## src/rtl/rto_pkg.sv

```systemverilog
package rto_pkg;
  localparam int unsigned TICKS_PER_SEC = 10000;

  function automatic int unsigned calc_div(input int unsigned clk_hz);
    int unsigned d;
    d = clk_hz / TICKS_PER_SEC;
    return (d == 0) ? 1 : d;
  endfunction
endpackage

```

## src/rtl/rto_prescaler.sv

```systemverilog
module rto_prescaler #(
  parameter int unsigned DIV = 25000
) (
  input  logic clk,
  input  logic rst,
  output logic tick
);
  localparam int unsigned CW = (DIV > 1) ? $clog2(DIV) : 1;
  localparam logic [CW-1:0] LAST = CW'(DIV - 1);

  logic [CW-1:0] cnt_q;
  logic          tick_q;

  always_ff @(posedge clk) begin
    if (rst) begin
      cnt_q  <= '0;
      tick_q <= 1'b0;
    end else begin
      tick_q <= (cnt_q == LAST);
      cnt_q  <= (cnt_q == LAST) ? '0 : cnt_q + 1'b1;
    end
  end

  assign tick = tick_q;

  assert_cnt_range_R2: assert property (@(posedge clk) disable iff (rst)
    cnt_q <= LAST);
  assert_tick_wrap_R2: assert property (@(posedge clk) disable iff (rst)
    tick |-> cnt_q == '0);
endmodule

```

## src/rtl/rto_wait_timer.sv

```systemverilog
module rto_wait_timer #(
  parameter int unsigned TMO_W = 16
) (
  input  logic             clk,
  input  logic             rst,
  input  logic             load,
  input  logic [TMO_W-1:0] load_val,
  input  logic             reload,
  input  logic             dec,
  output logic             last
);
  logic [TMO_W-1:0] rem_q, per_q;
  logic [TMO_W-1:0] clamp;

  assign clamp = (load_val == '0) ? TMO_W'(1) : load_val;

  always_ff @(posedge clk) begin
    if (rst) begin
      rem_q <= '0;
      per_q <= TMO_W'(1);
    end else if (load) begin
      rem_q <= clamp;
      per_q <= clamp;
    end else if (reload) begin
      rem_q <= per_q;
    end else if (dec && rem_q > TMO_W'(1)) begin
      rem_q <= rem_q - 1'b1;
    end
  end

  assign last = (rem_q == TMO_W'(1));

  assert_load_nonzero_R7: assert property (@(posedge clk) disable iff (rst)
    load |=> rem_q != '0);
  assert_period_nonzero_R7: assert property (@(posedge clk) disable iff (rst)
    per_q != '0);
endmodule

```

## src/rtl/rto_retry_ctr.sv

```systemverilog
module rto_retry_ctr #(
  parameter int unsigned RCNT_W = 8
) (
  input  logic              clk,
  input  logic              rst,
  input  logic              clear,
  input  logic [RCNT_W-1:0] limit_in,
  input  logic              inc,
  output logic              exhausted
);
  logic [RCNT_W-1:0] tries_q, lim_q;

  always_ff @(posedge clk) begin
    if (rst) begin
      tries_q <= '0;
      lim_q   <= '0;
    end else if (clear) begin
      tries_q <= '0;
      lim_q   <= limit_in;
    end else if (inc && !exhausted) begin
      tries_q <= tries_q + 1'b1;
    end
  end

  assign exhausted = (tries_q == lim_q);

  assert_tries_bound_R4: assert property (@(posedge clk) disable iff (rst)
    tries_q <= lim_q);
endmodule

```

## src/rtl/rto_retx_timer.sv

```systemverilog
module rto_retx_timer
  import rto_pkg::*;
#(
  parameter int unsigned CLK_HZ = 250_000_000,
  parameter int unsigned TMO_W  = 16,
  parameter int unsigned RCNT_W = 8
) (
  input  logic              clk,
  input  logic              rst,
  input  logic              start,
  input  logic              ack,
  input  logic [TMO_W-1:0]  tmo_val,
  input  logic [RCNT_W-1:0] retry_lim,
  output logic              retx_req,
  output logic              tmo_evt,
  output logic              busy
);
  localparam int unsigned DIV = calc_div(CLK_HZ);

  logic tick, last, exhausted;
  logic busy_q, retx_q, tmo_q;
  logic step, expire, resend, done;

  rto_prescaler #(.DIV(DIV)) u_pre (
    .clk(clk), .rst(rst), .tick(tick));

  // a tick only counts while a sequence runs and no start or ack overrides it
  assign step   = busy_q && tick && !start && !ack;
  assign expire = step && last;
  assign resend = expire && !exhausted;
  assign done   = expire && exhausted;

  rto_wait_timer #(.TMO_W(TMO_W)) u_wait (
    .clk(clk), .rst(rst), .load(start), .load_val(tmo_val),
    .reload(resend), .dec(step), .last(last));

  rto_retry_ctr #(.RCNT_W(RCNT_W)) u_retry (
    .clk(clk), .rst(rst), .clear(start), .limit_in(retry_lim),
    .inc(resend), .exhausted(exhausted));

  always_ff @(posedge clk) begin
    if (rst) begin
      busy_q <= 1'b0;
      retx_q <= 1'b0;
      tmo_q  <= 1'b0;
    end else begin
      retx_q <= resend;
      tmo_q  <= done;
      if (start)          busy_q <= 1'b1;
      else if (ack||done) busy_q <= 1'b0;
    end
  end

  assign retx_req = retx_q;
  assign tmo_evt  = tmo_q;
  assign busy     = busy_q;

  assert_retx_keeps_busy_R3: assert property (@(posedge clk) disable iff (rst)
    retx_req |-> busy);
  assert_retx_single_R3: assert property (@(posedge clk) disable iff (rst)
    retx_req |=> !retx_req);
  assert_tmo_idle_R4: assert property (@(posedge clk) disable iff (rst)
    tmo_evt |-> !busy && !retx_req);
  assert_ack_silent_R6: assert property (@(posedge clk) disable iff (rst)
    (ack && !start) |=> !busy && !retx_req && !tmo_evt);
  assert_start_busy_R8: assert property (@(posedge clk) disable iff (rst)
    start |=> busy && !tmo_evt && !retx_req);
  assert_busy_rise_R8: assert property (@(posedge clk) disable iff (rst)
    $rose(busy) |-> $past(start));
endmodule

```

## config.mk

```make
export PLATFORM = sky130hd
export DESIGN_NAME = rto_retx_timer
export DESIGN_NICKNAME = d
export VERILOG_FILES = /design/src/rtl/rto_pkg.sv /design/src/rtl/rto_prescaler.sv /design/src/rtl/rto_wait_timer.sv /design/src/rtl/rto_retry_ctr.sv /design/src/rtl/rto_retx_timer.sv
export SDC_FILE = /design/constraint.sdc
export NUM_CORES = 1
export LEC_CHECK = 0
export BUFFER_PORTS_ARGS = -buffer_cell sky130_fd_sc_hd__buf_2
export CAP_MARGIN = 20
export CORE_MARGIN = 2
export CORE_UTILIZATION = 48
export DETAILED_ROUTE_END_ITERATION = 10
export PLACE_DENSITY = 0.75
export SETUP_SLACK_MARGIN = 0.4
export SYNTH_ARGS = -nofsm -noshare
export SYNTH_HDL_FRONTEND = slang
export SYNTH_HIERARCHICAL = 1
export SYNTH_SLANG_ARGS = --single-unit
```

## constraint.sdc

```tcl
create_clock -name clk -period 4.85 [get_ports clk]
set_input_delay 0.7275 -clock clk [delete_from_list [all_inputs] [get_ports clk]]
set_output_delay 0.7275 -clock clk [all_outputs]
set_load 0.1 [all_outputs]
```

==> results by stage, run 1 <==
Outcome:
- The run finished with clean final reports.

Floorplan:
- After floorplanning, the core was sized to cover 0.00714 sq mm.
- The die boundary width is 89.3 um.
- From bottom edge to top edge, the die measures 89.3 um.
- The number of top-level pins is 31.
- The floorplan step defined a die boundary enclosing 0.00798 sq mm.
- The effective utilization at floorplan is 0.489.
- The number of placement rows is 31.

Synthesis:
- The post-synthesis area per instance is ~9 sq um.
- The flip-flop cell with the highest count after synthesis is sky130_fd_sc_hd__dfxtp_1.
- The share of synthesized area in the top cell type comes to 0.384.
- The synthesized area is approximately 0.0035 sq mm.
- The cell type with the highest aggregate area in the netlist is sky130_fd_sc_hd__dfxtp_1.
- The flop and latch count out of synthesis is 67.
- Counting flops with a built-in enable in the synthesized netlist gives 0.
- The number of different library cells in the post-synthesis netlist is 60.
- For this run, asynchronously set or reset flops after synthesis account for 0.
- Sorting the synthesized cells by area gives the leading types as sky130_fd_sc_hd__dfxtp_1 (38%), sky130_fd_sc_hd__xnor2_1 (5.3%), sky130_fd_sc_hd__nor2_1 (4.5%), sky130_fd_sc_hd__a21oi_1 (3.9%), sky130_fd_sc_hd__mux2i_1 (3.2%).
- The number of nets in the synthesized netlist is ~430.
- For this run, the number of Yosys warnings is 6.
- The gate count of the mapped netlist is approximately 400.
- The share of the Yosys chip area taken by registers is 0.384.

Setup path:
- The type of the setup path with the least slack is flip-flop to flip-flop.
- The maximum fanout encountered on the critical timing path is 32.
- The endpoint type of the worst setup path is a flip-flop.
- STA classifies the critical path startpoint as a flip-flop.
- STA puts the critical path data arrival time at 3.15 ns.
- The critical path ends at u_retry/tries_q[5].
- The critical path starts at u_wait/rem_q[7].
- For the worst setup path, the data required time is around 5.1 ns.
- The critical register-to-register path startpoint is u_wait/rem_q[7].
- The number of cells on the worst reg-to-reg path is 9.
- In this run the register-to-register setup slack is 1.97 ns.
- The endpoint of the worst register-to-register path is u_retry/tries_q[5].

Drt:
- Before antenna repair, the detailed router went through 4 iterations.
- The average via count per standard cell is between 5 and 6.
- In this run the remaining antenna-violating nets after routing total 0.
- The remaining design rule violation count is 0.
- The detail-routed net length per standard cell is 15.1 um.
- The routed design has slightly below 8000 um of wire.
- The number of vias in the routed layout is ~3,000.
- The starting DRC count in detailed routing is 185.

Timing:
- Setup repair after global routing left no endpoint under its margin.
- The upper clock frequency limit is 0.347 GHz.
- In the final timing run, aggregate negative setup slack is 0 ns.
- The portion of the clock cycle consumed by the worst path in the final layout is 0.594.
- The transition at the pin with the smallest max-transition slack is 1.14 ns.
- The worst clock skew on the final layout is roughly 0.010 ns.
- The worst hold slack is 0.471 ns.
- The number of failing hold endpoints at the final stage came to 0.
- The worst-case headroom to the max-slew limit is 0.227.
- The setup slack after layout is roughly 2.0 ns.
- Setup violations remaining at the end of the flow were counted as 0.
- Subtracting the final worst setup slack from the clock period gives around 2.9 ns.
- The final max-slew violation count was 0.

Power and ir drop:
- Total power for the finished layout comes to between 1 and 1.5 mW.
- The maximum vdd drop is about 0.15 mV.
- In this run the power spent charging and discharging nets is roughly 320 uW.
- For this design the static power due to leakage is about 1.4 nW.
- The power per cell area is between 300 and 400 mW/mm^2.
- The clock share of power is 0.330.
- The internal power consumption is 817 uW.
- The share of total power dissipated in sequential elements is 0.524.
- Of the total power, combinational logic draws 0.146.
- Of the total power, the share spent switching nets is 0.281.

Clock network:
- The H-tree generated during clock tree synthesis spans 3 levels.
- The tree is rooted in a sky130_fd_sc_hd__clkbuf_8.
- The post-cts repair resize count is 0.
- The number of hold-repair buffers added at the cts stage is 0.
- The clock tree buffer depth is 2.
- The number of buffers inserted by post-CTS setup repair is 0.
- The clock latency at the later pin of the worst-skew pair is about 0.35 ns.
- TritonCTS built the clock tree.
- Clock-pin slew was measured on the worst setup and hold paths at 0.07 ns.
- In this run, CTS created clock tree buffers numbering 9.
- The count of clock tree sinks is 67.

Layout:
- The final layout net count is about 450.
- The number of antenna diodes in the final layout is 0.
- The fraction of layout cells with a size suffix above 1 is 0.165.
- Compared with the post-synthesis result, the final layout area differs by 7.56%.
- The cell area after layout is roughly 0.0038 sq mm.

Hold path:
- The path class of the tightest hold or removal check is flip-flop to flip-flop.

GRT:
- The maximum number of pins on one net before global-route repair is 51.
- The first global-routing pass estimated roughly 13,000 um of wire.
- The number of global-route vias before repair is approximately 2,800.
- The number of antenna violations at the first check in global routing is 0.
- In the global route stage, overall resource usage came out at 0.208.
- The total overflow left after global routing is 0.

Place:
- Prior to clock tree synthesis, the placed netlist has a worst setup slack of ~2.0 ns.
- After detailed placement, the total cell area comes to around 0.0036 sq mm.
- The global placement routability congestion is 0.820.
- The wire-length estimate of the detail-placed layout is about 5400 um.
- Buffers placed on the I/O ports in this run total 30.

Job:
- The max-cap violation count is 0.
==> layout make-up <==
| class | count | area [sq um] |
|---|---|---|
| multi-input combinational | 292 | 1920 |
| timing repair buffer | 33 | 173 |
| clock buffer | 10 | 128 |
| tap | 99 | 124 |
| sequential | 67 | 1340 |
| inverter | 13 | 48.8 |
| fill | 688 | 3380 |
| clock inverter | 4 | 20.0 |
==> worst min path at each step <==
stage | end | startpoint | depth (start not counted) | slack, ns
floorplan | u_wait/per_q[6] | u_wait/per_q[6] | 2 | 0.44
global placement | u_wait/per_q[15] | u_wait/per_q[15] | 2 | 0.45
detailed placement | u_wait/per_q[8] | u_wait/per_q[8] | 2 | 0.46
CTS | u_wait/per_q[8] | u_wait/per_q[8] | 2 | 0.47
global route | u_wait/per_q[7] | u_wait/per_q[7] | 2 | 0.48
finish | u_wait/per_q[7] | u_wait/per_q[7] | 2 | 0.47
==> kinds of logic after synthesis <==
logic type / synth area share
buffers and inverters: 0.0670
XOR/XNOR: 0.0777
AND/OR/NAND/NOR: 0.255
AO/OA/AOI/OAI: 0.167
flip-flops: 0.384
adder cells (fa/ha/maj): 0.0179
multiplexers: 0.0315
==> per-layer routing <==
layer | share of wire | global-route usage
met3 | 0.046 | 0.0508
met1 | 0.45 | 0.264
met4 | 0.029 | 0.0855
met2 | 0.47 | 0.338
met5 | 0 | 0
==> stage by stage <==
stage          std cells  utilization
6_report             518        0.526
5_1_grt              518        0.526
4_1_cts              518        0.526
3_5_place_dp         504        0.506
3_3_place_gp         504        0.506
2_1_floorplan        394            -
==> critical path: stages (launching register included) <==
cell	delay, ns
sky130_fd_sc_hd__dfxtp_1	0.36
sky130_fd_sc_hd__or4_1	0.67
sky130_fd_sc_hd__nor2b_1	0.18
sky130_fd_sc_hd__and3_1	0.23
sky130_fd_sc_hd__nor3b_2	0.18
sky130_fd_sc_hd__buf_4	0.32
sky130_fd_sc_hd__and3_1	0.23
sky130_fd_sc_hd__nand4_1	0.12
sky130_fd_sc_hd__or3_1	0.32
sky130_fd_sc_hd__a21boi_0	0.17
==> layout by cell type, fill, tap and decap left out, types with 5 or more instances in the layout <==
master                     synthesis  routed
sky130_fd_sc_hd__a21oi_1          27      27
sky130_fd_sc_hd__a22oi_1           8       8
sky130_fd_sc_hd__a311oi_1          7       7
sky130_fd_sc_hd__buf_2             0      30
sky130_fd_sc_hd__clkbuf_8          5       9
sky130_fd_sc_hd__dfxtp_1          67      67
sky130_fd_sc_hd__ha_1              5       5
sky130_fd_sc_hd__inv_1            12      12
sky130_fd_sc_hd__mux2i_1          11      11
sky130_fd_sc_hd__nand2_1          27      27
sky130_fd_sc_hd__nand3_1           7       7
sky130_fd_sc_hd__nand4_1           9       9
sky130_fd_sc_hd__nor2_1           42      42
sky130_fd_sc_hd__nor3_1           20      20
sky130_fd_sc_hd__nor4_1           15      15
sky130_fd_sc_hd__o21ai_0          15      15
sky130_fd_sc_hd__o31ai_1           5       5
sky130_fd_sc_hd__or2_2             5       5
sky130_fd_sc_hd__or4_1             5       5
sky130_fd_sc_hd__xnor2_1          21      21
sky130_fd_sc_hd__xor2_1           10      10
==> state kept, by name (all words and copies together) (netlist names) <==
signal,count
busy,1
retx_req,1
tmo_evt,1
u_pre/cnt_q,15
u_pre/tick,1
u_retry/lim_q,8
u_retry/tries_q,8
u_wait/per_q,16
u_wait/rem_q,16
==> power groups by stage <==
stage	clock network (mW)	logic [mW]	registers, mW
finish	0.375	0.166	0.595
global route	0.407	0.183	0.598
CTS	0.383	0.164	0.595
detailed placement	0	0.163	0.607
global placement	0	0.159	0.606
floorplan	0	0.128	0.605
==> synthesized netlist by cell type (10+ instances only) <==
cell type and count:
sky130_fd_sc_hd__xor2_1 10, sky130_fd_sc_hd__nor3_1 20, sky130_fd_sc_hd__inv_1 12, sky130_fd_sc_hd__nor4_1 15
sky130_fd_sc_hd__o21ai_0 15, sky130_fd_sc_hd__nor2_1 42, sky130_fd_sc_hd__xnor2_1 21, sky130_fd_sc_hd__nand2_1 27
sky130_fd_sc_hd__mux2i_1 11, sky130_fd_sc_hd__dfxtp_1 67, sky130_fd_sc_hd__a21oi_1 27
No activity file was read; power rests on OpenSTA's default activity.
==> inputs of run 2 (changes only) <==
Clock period 4.85 ns to 2.8 ns, I/O delays scaled along.
==> run 2 against run 1 <==
Register-to-register slack worse by 1.6 ns. Largest power group unchanged. Sequential power up 73%. Final cell count up 5.4%. Clock power up 130%. Critical path depth unchanged. Core utilization up 5.5 points. Sequential cell count unchanged. Design area up 10%.
==> results by stage, run 2 (same netlist as run 1, synthesis figures left out) <==
Setup path:
- The endpoint type of the worst setup path is a flip-flop (unchanged).
- The master of the slowest instance on the critical path is sky130_fd_sc_hd__or4_4 (was sky130_fd_sc_hd__or4_1).
- The total buffers and inverters traversed by the critical path is 2 (was 1).
- The number of gates on the worst path with buffers counted came to 9 (unchanged).
- The type of the setup path with the least slack was flip-flop to flip-flop (unchanged).
- The critical path data arrival time is 2.67 ns (was 3.15 ns).
- The type of origin of the critical path is a flip-flop (unchanged).
- The gate family responsible for the most delay along the worst path is simple AND/OR/NAND/NOR gates (unchanged).
- The number of cells on the worst reg-to-reg path is 9 (unchanged).
- The required arrival time at the worst endpoint is 3.07 ns (was 5.12 ns).
- Worst-path cell chain: or4_4 -> nor2b_4 -> and3_4 -> nor3b_4 -> buf_6 -> buf_6 -> nand2_4 -> or4_4 -> a21boi_2 (was or4_1 -> nor2b_1 -> and3_1 -> nor3b_2 -> buf_4 -> and3_1 -> nand4_1 -> or3_1 -> a21boi_0).
- The delay of the slowest cell on the worst path is 0.57 ns (was 0.67 ns).
- The maximum fanout encountered on the critical timing path is 6 (was 32).

Place:
- The count of input and output buffers is 30 (unchanged).
- The instance area after placement is 0.00368 sq mm (was 0.00361 sq mm).
- The global placement routability congestion was 0.912 (was 0.820).
- The cell count after placement came to 510 (was 504).
- The HPWL after detailed placement is 5320 um (was 5450 um).

Timing:
- Unrepaired setup endpoints after global routing: yes (was no).
- The worst-case headroom to the max-slew limit came to 0.540 (was 0.227).
- The post-layout minimum cycle time came to 2.39 ns (was 2.88 ns).
- The worst clock skew on the final layout is 0.0110 ns (was 0.0101 ns).
- The number of failing hold endpoints at the final stage is 0 (unchanged).
- The summed negative setup slack over all endpoints is 0 ns (unchanged).
- The number of endpoints failing setup at the final stage is 0 (unchanged).
- The transition at the pin with the smallest max-transition slack was 0.683 ns (was 1.14 ns).
- The final max-slew violation count is 0 (unchanged).
- The upper clock frequency limit was 0.418 GHz (was 0.347 GHz).
- The portion of the clock cycle consumed by the worst path in the final layout is 0.855 (was 0.594).

Hold path:
- The type of the tightest min-delay check is input port to flip-flop (was flip-flop to flip-flop).
- The number of instances on the worst hold path came to 3 (was 2).

Layout:
- The most common cell after layout, fill and taps aside is sky130_fd_sc_hd__dfxtp_1 (unchanged).
- The final cell count without fillers is 546 (was 518).
- The area of combinational cells with multiple inputs came to 0.00201 sq mm (was 0.00192 sq mm).
- Registers with the most flip-flops: u_wait/per_q (16), u_wait/rem_q (16), u_pre/cnt_q (15) (unchanged).
- Top library cells by usage in the layout, fill and taps aside: sky130_fd_sc_hd__dfxtp_1 (61), sky130_fd_sc_hd__nor2_1 (42), sky130_fd_sc_hd__buf_2 (30), sky130_fd_sc_hd__a21oi_1 (27), sky130_fd_sc_hd__nand2_1 (26) (was sky130_fd_sc_hd__dfxtp_1 (67), sky130_fd_sc_hd__nor2_1 (42), sky130_fd_sc_hd__buf_2 (30), sky130_fd_sc_hd__nand2_1 (27), sky130_fd_sc_hd__a21oi_1 (27)).
- The cell area after layout is 0.00415 sq mm (was 0.00376 sq mm).
- The sequential cell area is 0.00135 sq mm (was 0.00134 sq mm).
- The area added between synthesis and finish is 18.8% (was 7.56%).
- The number of antenna diodes is 0 (unchanged).
- The final layout net count is 475 (was 449).
- The fraction of layout cells with a size suffix above 1 came to 0.255 (was 0.165).
- The count of filler cells inserted in the layout is 646 (was 688).

Clock network:
- The number of hold-repair buffers added at the cts stage is 0 (unchanged).
- The CTS tree is done (unchanged).
- The clock tree buffer depth is 2 (unchanged).
- The clock edge transition at the registers on the reported setup and hold paths is 0.07 ns (about the same).
- The CTS buffer count came to 9 (unchanged).
- The count of H-tree levels built during CTS is 3 (unchanged).
- The cell at the root of the clock tree is sky130_fd_sc_hd__clkbuf_8 (unchanged).
- The count of clock tree sinks came to 67 (unchanged).
- The clock latency at the later pin of the worst-skew pair is 0.34 ns (was 0.35 ns).

Floorplan:
- The placeable core area is 0.00714 sq mm (unchanged).
- The number of placement rows was 31 (unchanged).
- The total die area was 0.00798 sq mm (unchanged).
- The die boundary width came to 89.3 um (unchanged).
- The number of top-level pins is 31 (unchanged).
- The effective utilization at floorplan came to 0.489 (unchanged).
- The die extent in y is 89.3 um (unchanged).

GRT:
- The total grt overflow is 0 (unchanged).
- The number of global-route vias before repair came to 2,819 (was 2,820).
- The first-pass GRT wire length is 13,300 um (was 12,800 um).
- The global routing usage summed across all routing layers was 0.217 (was 0.208).
- The number of antenna violations at the first check in global routing was 0 (unchanged).
- The maximum number of pins on one net before global-route repair was 40 (was 51).

Drt:
- The length of the first detailed-routing pass in iterations is 4 (unchanged).
- The number of vias in the routed layout is 3,099 (was 3,010).
- The total detailed-routing wirelength is 8230 um (was 7800 um).
- The number of nets with antenna violations after routing is 0 (unchanged).
- The remaining design rule violation count came to 0 (unchanged).
- The detail-routed net length per standard cell is 15.1 um (about the same).
- The average via count per standard cell is 5.68 (was 5.81).
- The starting DRC count in detailed routing is 164 (was 185).

Job:
- The max-cap violation count was 0 (unchanged).

Power and ir drop:
- The total leakage power was 1.57 nW (was 1.38 nW).
- The total power after layout is 2.22 mW (was 1.14 mW).
- The maximum vdd drop is 0.251 mV (was 0.145 mV).
- The power per cell area is 536 mW/mm^2 (was 302 mW/mm^2).

Outcome:
- Run status: finished, final reports clean (unchanged).
==> run 2: cell count changes in the layout (fill, tap and decap cells not counted), moves of 2 or more <==
cell	previous run	this run
sky130_fd_sc_hd__a21boi_2	0	2
sky130_fd_sc_hd__and3_1	3	1
sky130_fd_sc_hd__and3_4	0	2
sky130_fd_sc_hd__buf_4	3	24
sky130_fd_sc_hd__buf_6	0	2
sky130_fd_sc_hd__bufinv_16	0	2
sky130_fd_sc_hd__clkinv_2	4	2
sky130_fd_sc_hd__dfxtp_1	67	61
sky130_fd_sc_hd__dfxtp_2	0	4
sky130_fd_sc_hd__dfxtp_4	0	2
sky130_fd_sc_hd__nand2_4	0	2
sky130_fd_sc_hd__or4_1	5	2
sky130_fd_sc_hd__or4_4	2	5
==> run 2: timing repair <==
item	4_1_cts	5_1_grt
resized for setup	17	11
buffers inserted	10	8
endpoints found under the setup margin	21	23
pin swaps	8	9
cloned	2	0
==> run 2: area by class of cell <==
cell class | count | share of cell area
timing repair buffer | 58 | 0.0965
clock inverter | 5 | 0.0187
sequential | 67 | 0.326
clock buffer | 11 | 0.0317
inverter | 13 | 0.0118
tap | 99 | 0.0298
multi-input combinational | 293 | 0.485
==> run 2: metrics by stage <==
stage / hold slack, ns / worst slack (ns) / util
after floorplan: 0.441 / 0.436 / -
after global placement: 0.451 / 0.306 / 0.516
after detailed placement: 0.455 / 0.173 / 0.516
after CTS: 0.304 / 0.343 / 0.570
after global routing: 0.335 / 0.307 / 0.582
final: 0.321 / 0.407 / 0.582
==> run 2: worst paths after layout <==
| path | endpoint | startpoint | slack (ns) |
|---|---|---|---|
| max | u_retry/tries_q[6] | u_wait/rem_q[10] | 0.41 |
| min | u_retry/lim_q[4] | retry_lim[4] | 0.32 |
| max reg2reg | u_retry/tries_q[6] | u_wait/rem_q[10] | 0.41 |
| min reg2reg | u_wait/per_q[7] | u_wait/per_q[7] | 0.47 |
==> run 2: per-layer routing <==
metal / global-route usage / wire length [um]
met2: 0.321 / 3770
met5: 0 / 0
met1: 0.287 / 3710
met4: 0.137 / 346
met3: 0.0489 / 409
==> run 2: worst min-delay path: cells and delay by family <==
kind,cells,cell delay [ns]
muxes,1,0.05
and+or+nand+nor,1,0.07
buffers and inverters,1,0.08
==> run 2: where the power goes <==
part           switching, mW  total (mW)  internal, mW
clock                  0.359       0.859         0.499
combinational          0.183       0.331         0.148
sequential            0.0398        1.03         0.994
==> inputs of run 3 (changes only) <==
Settings changed: CELL_PAD_IN_SITES_DETAIL_PLACEMENT set to 1, CELL_PAD_IN_SITES_GLOBAL_PLACEMENT set to 1, CORE_UTILIZATION 48 to 45, PLACE_DENSITY 0.75 to 0.87.
==> run 3 against run 2 <==
Non-clock buffer count up 4. Core utilization down 2.9 points. Sequential cell count unchanged. Combinational power up 15%. Critical endpoint is now u_wait/rem_q[6]. Highest routed layer unchanged.
==> results by stage, run 3 (same netlist as run 1, synthesis figures left out) <==
GRT:
- The global routing usage summed across all routing layers came to 0.265 (was 0.217).
- The number of antenna violations at the first check in global routing is 0 (unchanged).
- The total grt overflow is 0 (unchanged).
- The maximum number of pins on one net before global-route repair is 39 (was 40).
- The number of global-route vias before repair was 3,401 (was 2,819).
- The first-pass GRT wire length is 17,600 um (was 13,300 um).

Power and ir drop:
- The switching power share of the total is 0.308 (was 0.262).
- The net switching power figure is 646 uW (was 582 uW).
- The clock share of power was 0.322 (was 0.386).
- The power per cell area is 500 mW/mm^2 (was 536 mW/mm^2).
- The internal power consumption came to 1.46 mW (was 1.64 mW).
- The maximum vdd drop is 0.329 mV (was 0.251 mV).
- The total leakage power is 1.58 nW (was 1.57 nW).
- The total power after layout is 2.10 mW (was 2.22 mW).
- The combinational cell fraction of total power is 0.181 (was 0.149).
- The sequential group share of total power is 0.497 (was 0.465).

Clock network:
- The CTS buffer count is 9 (unchanged).
- The cell at the root of the clock tree is sky130_fd_sc_hd__clkbuf_8 (unchanged).
- The clock edge transition at the registers on the reported setup and hold paths is 0.08 ns (was 0.07 ns).
- The clock latency at the later pin of the worst-skew pair is 0.35 ns (was 0.34 ns).
- The count of clock tree sinks is 67 (unchanged).
- The clock tree buffer depth is 2 (unchanged).
- The number of hold-repair buffers added at the cts stage is 0 (unchanged).
- The count of H-tree levels built during CTS is 3 (unchanged).
- The CTS tree is done (unchanged).

Layout:
- The area added between synthesis and finish is 20.2% (was 18.8%).
- The area of combinational cells with multiple inputs was 0.00208 sq mm (was 0.00201 sq mm).
- The cell area after layout is 0.00420 sq mm (was 0.00415 sq mm).
- The number of antenna diodes is 0 (unchanged).
- Registers with the most flip-flops: u_wait/per_q (16), u_wait/rem_q (16), u_pre/cnt_q (15) (unchanged).
- The sequential cell area is 0.00135 sq mm (about the same).
- The final layout net count was 479 (was 475).
- The count of filler cells inserted in the layout came to 911 (was 646).
- The final cell count without fillers came to 551 (was 546).
- The fraction of layout cells with a size suffix above 1 is 0.287 (was 0.255).
- The most common cell after layout, fill and taps aside is sky130_fd_sc_hd__dfxtp_1 (unchanged).
- Top library cells by usage in the layout, fill and taps aside: sky130_fd_sc_hd__dfxtp_1 (60), sky130_fd_sc_hd__nor2_1 (42), sky130_fd_sc_hd__buf_2 (30), sky130_fd_sc_hd__nand2_1 (26), sky130_fd_sc_hd__a21oi_1 (26) (was sky130_fd_sc_hd__dfxtp_1 (61), sky130_fd_sc_hd__nor2_1 (42), sky130_fd_sc_hd__buf_2 (30), sky130_fd_sc_hd__a21oi_1 (27), sky130_fd_sc_hd__nand2_1 (26)).

Timing:
- Unrepaired setup endpoints after global routing: yes (unchanged).
- The worst clock skew on the final layout is 0.0116 ns (was 0.0110 ns).
- The worst-case headroom to the max-slew limit was 0.473 (was 0.540).
- The setup slack after layout is 0.150 ns (was 0.407 ns).
- The summed negative setup slack over all endpoints was 0 ns (unchanged).
- The upper clock frequency limit is 0.377 GHz (was 0.418 GHz).
- The transition at the pin with the smallest max-transition slack is 0.790 ns (was 0.683 ns).
- The portion of the clock cycle consumed by the worst path in the final layout is 0.946 (was 0.855).
- The number of failing hold endpoints at the final stage is 0 (unchanged).
- The number of endpoints failing setup at the final stage is 0 (unchanged).
- The post-layout minimum cycle time was 2.65 ns (was 2.39 ns).
- The final max-slew violation count is 0 (unchanged).

Place:
- The cell count after placement came to 511 (was 510).
- The worst slack after detailed placement is 0.0954 ns (was 0.173 ns).
- The global placement routability congestion is 0.901 (was 0.912).
- The count of input and output buffers is 30 (unchanged).
- The instance area after placement is 0.00367 sq mm (was 0.00368 sq mm).
- The HPWL after detailed placement is 6320 um (was 5320 um).

Floorplan:
- The placeable core area came to 0.00761 sq mm (was 0.00714 sq mm).
- The total die area is 0.00848 sq mm (was 0.00798 sq mm).
- The number of placement rows is 32 (was 31).
- The number of top-level pins is 31 (unchanged).
- The effective utilization at floorplan is 0.459 (was 0.489).
- The die boundary width was 92.1 um (was 89.3 um).
- The die extent in y was 92.1 um (was 89.3 um).

Setup path:
- The master of the slowest instance on the critical path is sky130_fd_sc_hd__nor4_1 (was sky130_fd_sc_hd__or4_4).
- The required arrival time at the worst endpoint is 3.06 ns (was 3.07 ns).
- The type of origin of the critical path was a flip-flop (unchanged).
- The delay of the slowest cell on the worst path is 0.47 ns (was 0.57 ns).
- The critical path data arrival time was 2.91 ns (was 2.67 ns).
- The maximum fanout encountered on the critical timing path is 7 (was 6).
- The endpoint type of the worst setup path is a flip-flop (unchanged).
- The type of the setup path with the least slack is flip-flop to flip-flop (unchanged).
- Worst-path cell chain: nor4_1 -> nor2b_4 -> and3_4 -> nor3b_4 -> buf_4 -> buf_6 -> buf_12 -> buf_8 -> or2_2 -> nor3_1 -> a311oi_1 (was or4_4 -> nor2b_4 -> and3_4 -> nor3b_4 -> buf_6 -> buf_6 -> nand2_4 -> or4_4 -> a21boi_2).

Outcome:
- Run status: finished, final reports clean (unchanged).

Hold path:
- The type of the tightest min-delay check is input port to flip-flop (unchanged).

Drt:
- The number of vias in the routed layout is 3,445 (was 3,099).
- The total detailed-routing wirelength is 12,200 um (was 8230 um).
- The detail-routed net length per standard cell is 22.1 um (was 15.1 um).
- The length of the first detailed-routing pass in iterations was 5 (was 4).
- The average via count per standard cell was 6.25 (was 5.68).
- The number of nets with antenna violations after routing is 0 (unchanged).
- The remaining design rule violation count is 0 (unchanged).
- The starting DRC count in detailed routing is 330 (was 164).

Job:
- The max-cap violation count is 0 (unchanged).
[run 3: cell types whose count changed in the layout (fill, tap and decap cells not counted), moves of 3 or more]
cell / delta
sky130_fd_sc_hd__dfxtp_2: +3
sky130_fd_sc_hd__nor3_1: -3
sky130_fd_sc_hd__nor3_2: +3
sky130_fd_sc_hd__o21ai_0: -5
sky130_fd_sc_hd__o21ai_1: +5
[run 3: per-stage QoR]
stage | utilization | hold WS (ns)
5_1_grt | 0.552 | 0.329
4_1_cts | 0.526 | 0.304
6_report | 0.552 | 0.314
3_5_place_dp | 0.483 | 0.461
3_3_place_gp | 0.483 | 0.453
2_1_floorplan | - | 0.441
[run 3: repair_timing]
item | in CTS | in global routing
pin swaps | 6 | 18
resized for setup | 16 | 32
setup endpoints to repair | 22 | 20
setup buffers | 12 | 12
gates cloned | 1 | 1
[run 3: worst paths after layout]
path | start | to | slack, ns | cells past startpoint
max | u_wait/rem_q[13] | u_wait/rem_q[6] | 0.15 | 11
min | retry_lim[3] | u_retry/lim_q[3] | 0.31 | 3
max reg2reg | u_wait/rem_q[13] | u_wait/rem_q[6] | 0.15 | 11
min reg2reg | u_wait/per_q[1] | u_wait/per_q[1] | 0.47 | 2
[run 3: critical path: cells and delay by family, from the launching register on]
kind	cells	cell delay [ns]
buf+inv	4	0.48
flops	1	0.37
simple gates	6	1.43
compound gates	1	0.26
[run 3: layout make-up]
cell class,instances,area share
tap,102,0.0304
inverter,13,0.0116
clock buffer,10,0.0304
clock inverter,4,0.00477
timing repair buffer,62,0.107
sequential,67,0.321
multi-input combinational,293,0.494
[run 3: power groups by stage]
stage          Combinational, mW  Clock (mW)  Sequential (mW)
3_3_place_gp               0.289           0             1.05
4_1_cts                    0.324       0.687             1.03
3_5_place_dp               0.300           0             1.05
6_report                   0.379       0.677             1.04
2_1_floorplan              0.225           0             1.05
5_1_grt                    0.405       0.731             1.05
[run 3: routing by layer]
layer / global-route usage / vias up / wire length (um)
met1: 0.312 / 1670 / 4800
met4: 0.143 / 0 / 478
met2: 0.452 / 178 / 6100
met5: 0 / - / 0
met3: 0.0526 / 59 / 778
li1: - / 1538 / -
